### src/rtl/tmr_pkg.sv
package tmr_pkg;
  parameter int CNT_W  = 16;
  parameter int BUS_W  = 8;
  parameter int ADDR_W = 3;

  localparam logic [ADDR_W-1:0] A_LO  = 3'd0;
  localparam logic [ADDR_W-1:0] A_HI  = 3'd1;
  localparam logic [ADDR_W-1:0] B_LO  = 3'd2;
  localparam logic [ADDR_W-1:0] B_HI  = 3'd3;
  localparam logic [ADDR_W-1:0] A_CTL = 3'd4;
  localparam logic [ADDR_W-1:0] B_CTL = 3'd5;

  localparam int CTL_RUN  = 0;
  localparam int CTL_ONE  = 3;
  localparam int CTL_LOAD = 4;
  localparam int CTL_SRC  = 5;
endpackage

### src/rtl/tmr_unit.sv
module tmr_unit
  import tmr_pkg::*;
#(
  parameter int W     = CNT_W,
  parameter bit CHAIN = 1'b0
) (
  input  logic             clk_i,
  input  logic             rst_ni,
  input  logic             wr_lo_i,
  input  logic             wr_hi_i,
  input  logic             wr_ctl_i,
  input  logic [BUS_W-1:0] wdata_i,
  input  logic             tick_i,
  output logic [W-1:0]     cnt_o,
  output logic [W-1:0]     lat_o,
  output logic [BUS_W-1:0] ctl_o,
  output logic             uf_o
);
  localparam int LW = BUS_W;
  localparam int HW = W - LW;

  logic [W-1:0] lat_q, cnt_q, cnt_d;
  logic         run_q, one_q, src_q, src_d, uf_q;
  logic         dec_en, uf_now, force_ld;

  generate
    if (CHAIN) begin : g_src
      assign src_d = wdata_i[CTL_SRC];
    end else begin : g_nosrc
      assign src_d = 1'b0;
    end
  endgenerate

  assign dec_en   = run_q & (src_q ? tick_i : 1'b1);
  assign uf_now   = dec_en & (cnt_q == '0);
  assign force_ld = wr_ctl_i & wdata_i[CTL_LOAD];

  // priority: forced load, stopped high-byte load, reload, decrement
  always_comb begin
    cnt_d = cnt_q;
    if (force_ld)               cnt_d = lat_q;
    else if (wr_hi_i && !run_q) cnt_d = {wdata_i[HW-1:0], lat_q[LW-1:0]};
    else if (uf_now)            cnt_d = lat_q;
    else if (dec_en)            cnt_d = cnt_q - W'(1);
  end

  always_ff @(posedge clk_i or negedge rst_ni) begin
    if (!rst_ni) begin
      lat_q <= '1;
      cnt_q <= '1;
      run_q <= 1'b0;
      one_q <= 1'b0;
      src_q <= 1'b0;
      uf_q  <= 1'b0;
    end else begin
      cnt_q <= cnt_d;
      uf_q  <= uf_now;
      if (wr_lo_i) lat_q[LW-1:0] <= wdata_i;
      if (wr_hi_i) lat_q[W-1:LW] <= wdata_i[HW-1:0];
      if (wr_ctl_i) begin
        run_q <= wdata_i[CTL_RUN];
        one_q <= wdata_i[CTL_ONE];
        src_q <= src_d;
      end else if (uf_now && one_q) begin
        run_q <= 1'b0;
      end
    end
  end

  always_comb begin
    ctl_o          = '0;
    ctl_o[CTL_RUN] = run_q;
    ctl_o[CTL_ONE] = one_q;
    ctl_o[CTL_SRC] = src_q;
  end

  assign cnt_o = cnt_q;
  assign lat_o = lat_q;
  assign uf_o  = uf_q;
endmodule

### src/rtl/tmr_rd_mux.sv
module tmr_rd_mux
  import tmr_pkg::*;
#(
  parameter int W = CNT_W
) (
  input  logic [ADDR_W-1:0] addr_i,
  input  logic [W-1:0]      a_cnt_i,
  input  logic [W-1:0]      b_cnt_i,
  input  logic [BUS_W-1:0]  a_ctl_i,
  input  logic [BUS_W-1:0]  b_ctl_i,
  output logic [BUS_W-1:0]  rdata_o
);
  localparam int LW = BUS_W;

  always_comb begin
    unique case (addr_i)
      A_LO:    rdata_o = a_cnt_i[LW-1:0];
      A_HI:    rdata_o = BUS_W'(a_cnt_i[W-1:LW]);
      B_LO:    rdata_o = b_cnt_i[LW-1:0];
      B_HI:    rdata_o = BUS_W'(b_cnt_i[W-1:LW]);
      A_CTL:   rdata_o = a_ctl_i;
      B_CTL:   rdata_o = b_ctl_i;
      default: rdata_o = '0;
    endcase
  end
endmodule

### src/rtl/tmr_pair.sv
module tmr_pair
  import tmr_pkg::*;
(
  input  logic              clk_i,
  input  logic              rst_ni,
  input  logic              we_i,
  input  logic [ADDR_W-1:0] addr_i,
  input  logic [BUS_W-1:0]  wdata_i,
  output logic [BUS_W-1:0]  rdata_o,
  output logic              ta_uf_o,
  output logic              tb_uf_o
);
  logic [CNT_W-1:0] a_cnt, b_cnt, a_lat, b_lat;
  logic [BUS_W-1:0] a_ctl, b_ctl;
  logic             a_uf, b_uf;

  tmr_unit #(.W(CNT_W), .CHAIN(1'b0)) i_tmr_a (
    .clk_i, .rst_ni,
    .wr_lo_i (we_i && addr_i == A_LO),
    .wr_hi_i (we_i && addr_i == A_HI),
    .wr_ctl_i(we_i && addr_i == A_CTL),
    .wdata_i,
    .tick_i  (1'b0),
    .cnt_o   (a_cnt),
    .lat_o   (a_lat),
    .ctl_o   (a_ctl),
    .uf_o    (a_uf)
  );

  tmr_unit #(.W(CNT_W), .CHAIN(1'b1)) i_tmr_b (
    .clk_i, .rst_ni,
    .wr_lo_i (we_i && addr_i == B_LO),
    .wr_hi_i (we_i && addr_i == B_HI),
    .wr_ctl_i(we_i && addr_i == B_CTL),
    .wdata_i,
    .tick_i  (a_uf),
    .cnt_o   (b_cnt),
    .lat_o   (b_lat),
    .ctl_o   (b_ctl),
    .uf_o    (b_uf)
  );

  tmr_rd_mux #(.W(CNT_W)) i_rd_mux (
    .addr_i,
    .a_cnt_i(a_cnt),
    .b_cnt_i(b_cnt),
    .a_ctl_i(a_ctl),
    .b_ctl_i(b_ctl),
    .rdata_o
  );

  assign ta_uf_o = a_uf;
  assign tb_uf_o = b_uf;
endmodule

### config.mk
export PLATFORM = sky130hd
export DESIGN_NAME = tmr_pair
export DESIGN_NICKNAME = d
export VERILOG_FILES = /design/src/rtl/tmr_pkg.sv /design/src/rtl/tmr_unit.sv /design/src/rtl/tmr_rd_mux.sv /design/src/rtl/tmr_pair.sv
export SDC_FILE = /design/constraint.sdc
export NUM_CORES = 1
export LEC_CHECK = 0
export CAP_MARGIN = 30
export CORE_ASPECT_RATIO = 1.4
export CORE_UTILIZATION = 54
export CTS_CLUSTER_SIZE = 24
export DETAILED_ROUTE_END_ITERATION = 7
export PLACE_DENSITY = 0.76
export SETUP_SLACK_MARGIN = 0.4
export SLEW_MARGIN = 20
export SYNTH_ARGS = -nofsm -noshare
export SYNTH_HDL_FRONTEND = slang
export SYNTH_SLANG_ARGS = --single-unit
### constraint.sdc
create_clock -name clk_i -period 1.78 [get_ports clk_i]
set_input_delay 0.356 -clock clk_i [delete_from_list [all_inputs] [get_ports clk_i]]
set_output_delay 0.356 -clock clk_i [all_outputs]
set_load 0.05 [all_outputs]
After elaboration in Yosys (flattened, before gate mapping)
Index checks and enable logic that the tools add are counted.
W data, S select, Z words.
{"block": "totals", "reg_bits": 71, "out_inout_bits": 10, "wordCells": 58}
{"block": "classes", "add_sub_neg": 2, "eq_ne": 5, "muxes": 14, "n_bitwise": 5, "n_reduce_logical": 19}
{"cell": "$mux W16", "n": 8}
{"cell": "$pmux W8 S6", "n": 1}
{"cell": "$logic_not A16 Y1", "n": 2}
{"cell": "$sub A16 B1 Y16 const B", "n": 2}
{"cell": "$logic_and A1 B1 Y1", "n": 10}
{"cell": "$reduce_bool A4 Y1", "n": 2}
{"cell": "$eq A3 B2 Y1 const B", "n": 2}
{"cell": "$eq A3 B3 Y1 const B", "n": 2}
{"cell": "$and A1 B1 Y1", "n": 5}
{"cell": "$mux W1", "n": 5}
{"cell": "$reduce_bool A2 Y1", "n": 2}
{"cell": "$eq A3 B1 Y1 const B", "n": 1}
{"cell": "$logic_not A3 Y1", "n": 1}
{"cell": "$logic_not A1 Y1", "n": 2}

Logic depth before layout (Yosys ltp)
{"block": "logic_depth", "word_depth": 6, "mapped_depth": 9, "depth_no_buf": 8}

Hierarchy
A second synthesis with hierarchy kept.
{"block": "unflattened", "hier_cells": 466, "area_unflattened_um2": 4624.4}
{"mod": "tmr_unit (i_tmr_a)", "n_inst": 1, "cells_per_inst": 208, "area_each_um2": 2053.2, "seq_area_each_um2": 915.9}
{"mod": "tmr_unit (i_tmr_b)", "n_inst": 1, "cells_per_inst": 197, "area_each_um2": 2031.9, "seq_area_each_um2": 940.9}
{"mod": "tmr_rd_mux", "n_inst": 1, "cells_per_inst": 54, "area_each_um2": 460.4, "seq_area_each_um2": 0.0}
{"mod": "tmr_pair", "n_inst": 1, "cells_per_inst": 7, "area_each_um2": 78.8, "seq_area_each_um2": 0.0}

Worst setup path before layout
OpenSTA, ideal clock, no wires.
{"block": "synth_path", "path_kind": "in2out", "startpoint": "in addr_i[1]", "endpoint": "out rdata_o[0]", "arrival_ns": 2.113, "required_ns": 1.424, "slack_ns": -0.689, "path_stages": 5, "cell_sequence": "buf_2 -> buf_1 -> nand3_1 -> o31a_1 -> o21ai_0"}
{"block": "synth_via", "elab_chain_cells": 2, "word_cells_on_any_way": 7, "cone_classes": "eq/ne (5); mux (1); reduce/logical (1)"}
{"element": "start: declaration", "line": "tmr_pair.sv:7", "source": "input logic [ADDR_W-1:0] addr_i,"}
{"element": "$eq A3 B3 Y1 (tied with other cells)", "line": "tmr_rd_mux.sv:16", "source": "unique case (addr_i)"}
{"element": "$pmux W8 S6 *", "line": "tmr_rd_mux.sv:16"}
{"element": "end: declaration", "line": "tmr_pair.sv:9", "source": "output logic [BUS_W-1:0] rdata_o,"}
Mark *: on every way between the ends. The rest lies on a longest branch, timed or not.

Final worst setup path
{"block": "layout_path", "startpoint": "reg i_tmr_a.cnt_q[0], in the netlist i_tmr_a.cnt_o[0]", "endpoint": "reg i_tmr_a.cnt_q[3], in the netlist i_tmr_a.cnt_o[3]"}
{"block": "layout_via", "elab_chain_cells": 5, "word_cells_on_any_way": 8, "cone_classes": "add/sub (1); mux (4); bitwise (1); reduce/logical (2)"}
{"element": "start: declaration", "line": "tmr_unit.sv:22", "source": "logic [W-1:0] lat_q, cnt_q, cnt_d;"}
{"element": "start signal: assignment", "line": "tmr_unit.sv:56", "source": "cnt_q <= cnt_d;"}
{"element": "$sub A16 B1 Y16 or $logic_not A16 Y1 (tied branches)", "line": "tmr_unit.sv:44, tmr_unit.sv:35"}
{"element": "$mux W16 or $and A1 B1 Y1 (tied branches)", "line": "tmr_unit.sv:44, tmr_unit.sv:35"}
{"element": "$mux W16", "line": "tmr_unit.sv:43", "source": "else if (uf_now) cnt_d = lat_q;"}
{"element": "$mux W16", "line": "tmr_unit.sv:42", "source": "else if (wr_hi_i && !run_q) cnt_d = {wdata_i[HW-1:0], lat_q[LW-1:0]};"}
{"element": "$mux W16", "line": "tmr_unit.sv:41", "source": "if (force_ld) cnt_d = lat_q;"}
Several ways; a longest one is shown, not always the timed one. The select of a mux whose other input is x is not followed.
A chain may end at the register's enable or synchronous reset.

==> flow_summary.json <==
{
  "outcome": "finished, violations left",
  "violations": "setup timing",
  "synth_ff_type": "dfstp_2",
  "placed_cells": 623,
  "synth_edf_count": 0,
  "netlist_area_sq_um": 4230,
  "rsz0062_at_grt": "true",
  "syn_to_final_growth_pct": 63.5,
  "die_w_microns": 76.8,
  "max_freq_mhz": 435,
  "coreArea_sq_um": 7450,
  "finalNetCount": 617,
  "fin_cells": 704,
  "drcViolationCount": 0,
  "p_leak_nw": 2.94,
  "place_hpwl_mm": 9.78,
  "slew_violations": 0,
  "die_h_microns": 107,
  "synth.distinct_cells": 72,
  "io_pins": 24,
  "worstHoldPathType": "in -> async",
  "grt_pass1_wl_mm": 26.6,
  "cp_max_fo": 21,
  "netlist_instances": 420,
  "drive_above_1_share_pct": 65.5,
  "ant_nets": 0,
  "fillCellCount": 238,
  "post-route-min-period_ns": 2.30,
  "h-tree-depth": 3,
  "final_hold_viol_count": 0,
  "grt_pass1_vias": 4933,
  "syn_avg_cell_area_sq_um": 10.1,
  "r2r_slack_ns": -0.52,
  "crit_path_start_kind": "register",
  "tightest_slew_ns": 0.706,
  "async_flop_share_pct": 100,
  "setup_viol": 44,
  "hold_slack_ns": 0.513,
  "synth-seq-area-share_pct": 43.9,
  "vias": 5177,
  "initial_core_util_pct": 56.8,
  "cts_tree": "done",
  "skew_ns": 0.0172,
  "antenna_found_initial": 1,
  "grt_util_all_layers_pct": 44.2,
  "grt_remaining_overflow": 0,
  "viasPerCell": 7.35,
  "numClockSinks": 71,
  "crit_type": "reg -> reg",
  "post-route-period-util_pct": 129,
  "dr.pass1.iters": 7,
  "synth-seq-cells": 71,
  "dieArea_sq_um": 8200,
  "synth_nets": 436,
  "cts_inserted_buffers": 9,
  "relSlewSlack_pct": 52.9,
  "cts_max_path_buffers": 2,
  "power_mw": 9.32,
  "grt_max_degree": 36,
  "gp_congestion": 0.937,
  "cp.arrival_ns": 2.58,
  "setup_ws_ns": -0.521,
  "cts_root_buf": "clkbuf_8",
  "ys_warn_count": 0,
  "path_clk_slew_ns": 0.09,
  "cp.required_ns": 2.06,
  "cap_violations": 0,
  "wire_per_inst_microns": 30.9,
  "power_density_nw_per_um2": 1350,
  "ir_drop_mv": 0.995,
  "io_buffers": 23,
  "cp-end-kind": "register",
  "placed_area_sq_um": 5610,
  "stdcell_area_sq_um": 6920,
  "row_count": 37,
  "first_iter_violations": 908,
  "totalWireLength_mm": 21.8,
  "clk_latency_ns": 0.39
}
## layer usage
metal	global-route usage, %	part of all wire, %	up-vias
li1	-	-	1938
met1	47.6	31	2436
met2	74.0	44	577
met3	9.87	12	224
met4	36.4	12	2
met5	0	0.29	-
## cells in the mapped netlist, types with 3 or more instances
master     n  share of area (%)
dfrtp_1    7                4.1
a21oi_1   29                3.4
nor2b_1    6               0.89
o22ai_1    7                1.0
nor3_1    16                1.9
o21ai_0   26                3.1
clkbuf_1  11               0.98
buf_2      6               0.71
o31a_1     4               0.83
a31oi_1    4               0.59
o211ai_1   4               0.71
dfstp_2   64                 40
mux2i_1    7                1.7
inv_1     10               0.89
nand4_1    3               0.44
and2_1     3               0.44
nor2_1    20                1.8
nand2_1   47                4.2
mux4_2     6                3.2
mux2_2    33                8.8
or3_1      3               0.44
nand3_1   14                1.7
o21ai_1   12                1.4
nor3b_1    5               0.89
nor4_1     4               0.59
## area by class of cell
type | count | area [sq um] | area share (%)
Multi-Input combinational cell | 316 | 2850 | 41.2
Antenna cell | 1 | 2.50 | 0.0362
Inverter | 11 | 46.3 | 0.669
Clock inverter | 6 | 85.1 | 1.23
Sequential cell | 71 | 1860 | 26.9
Tap cell | 97 | 121 | 1.75
Clock buffer | 10 | 128 | 1.84
Timing Repair Buffer | 192 | 1830 | 26.4
## cells by family after synthesis
logic type,share of synthesized area [%]
flip-flops,43.9
multiplexers,13.6
AO/OA/AOI/OAI,18.5
AND/OR/NAND/NOR,19.1
adder cells (fa/ha/maj),0.591
buffers and inverters,3.49
XOR/XNOR,0.828
## layout by cell type, fill, tap and decap left out, types with 9 or more instances in the layout
cell type and instances:
a21oi_1 23, buf_12 9, buf_4 113, buf_6 51, clkbuf_8 9, dfstp_2 64
mux2_2 10, mux2_4 23, nand2_1 38, nand3_1 9, nor2_1 15, nor3_1 12
o21ai_0 14, o21ai_1 19
## critical path: stages, from the launching register on
cell,delay (ns)
dfstp_2,0.38
inv_2,0.08
buf_6,0.11
ha_4,0.12
nor3b_4,0.25
nand3_2,0.19
o211ai_4,0.37
buf_12,0.21
mux2i_1,0.33
o21ai_1,0.13
## power breakdown
group	internal [mW]	switching (mW)	total [mW]
combinational	2.26	2.44	4.70
clock	0.785	0.703	1.49
sequential	2.47	0.662	3.14
## state kept, by name (all words and copies together) (netlist names)
| signal | cells |
|---|---|
| i_tmr_b.one_q | 1 |
| i_tmr_b.run_q | 1 |
| i_tmr_a.run_q | 1 |
| i_tmr_a.cnt_o | 16 |
| i_tmr_b.src_q | 1 |
| i_tmr_a.one_q | 1 |
| i_tmr_b.cnt_o | 16 |
| i_tmr_b.uf_o | 1 |
| i_tmr_a.lat_o | 16 |
| i_tmr_b.lat_o | 16 |
| i_tmr_a.uf_o | 1 |
## metrics by stage
step	setup TNS, ns	worst slack [ns]	utilization, %
after global routing	-13.22	-0.610	92.8
after CTS	-5.17	-0.288	86.9
after floorplan	0	0.0121	-
final	-11.31	-0.521	92.8
after detailed placement	-27.17	-0.654	75.3
after global placement	-24.11	-0.519	75.3
## what timing repair did
action,4_1_cts,5_1_grt
endpoints found under the setup margin,78,65
buffers inserted,32,28
hold buffers,1,0
hold endpoints to repair,1,0
pin swaps,26,30
cloned,3,0
resized for setup,108,54
## final timing paths
check                                               from                            end  depth (start not counted)
max in group asynchronous                         rst_ni   i_tmr_b.cnt_o[7]$_DFFE_PN1P_                          3
min in group clk_i         i_tmr_a.lat_o[14]$_DFFE_PN1P_  i_tmr_a.lat_o[14]$_DFFE_PN1P_                          2
hold / removal                                    rst_ni      i_tmr_a.run_q$_DFFE_PN0P_                          2
setup / recovery            i_tmr_a.cnt_o[0]$_DFFE_PN1P_   i_tmr_a.cnt_o[3]$_DFFE_PN1P_                          9
hold reg to reg            i_tmr_a.lat_o[14]$_DFFE_PN1P_  i_tmr_a.lat_o[14]$_DFFE_PN1P_                          2
setup reg to reg            i_tmr_a.cnt_o[0]$_DFFE_PN1P_   i_tmr_a.cnt_o[3]$_DFFE_PN1P_                          9
Note: power is estimated with default switching activity, not from simulation.
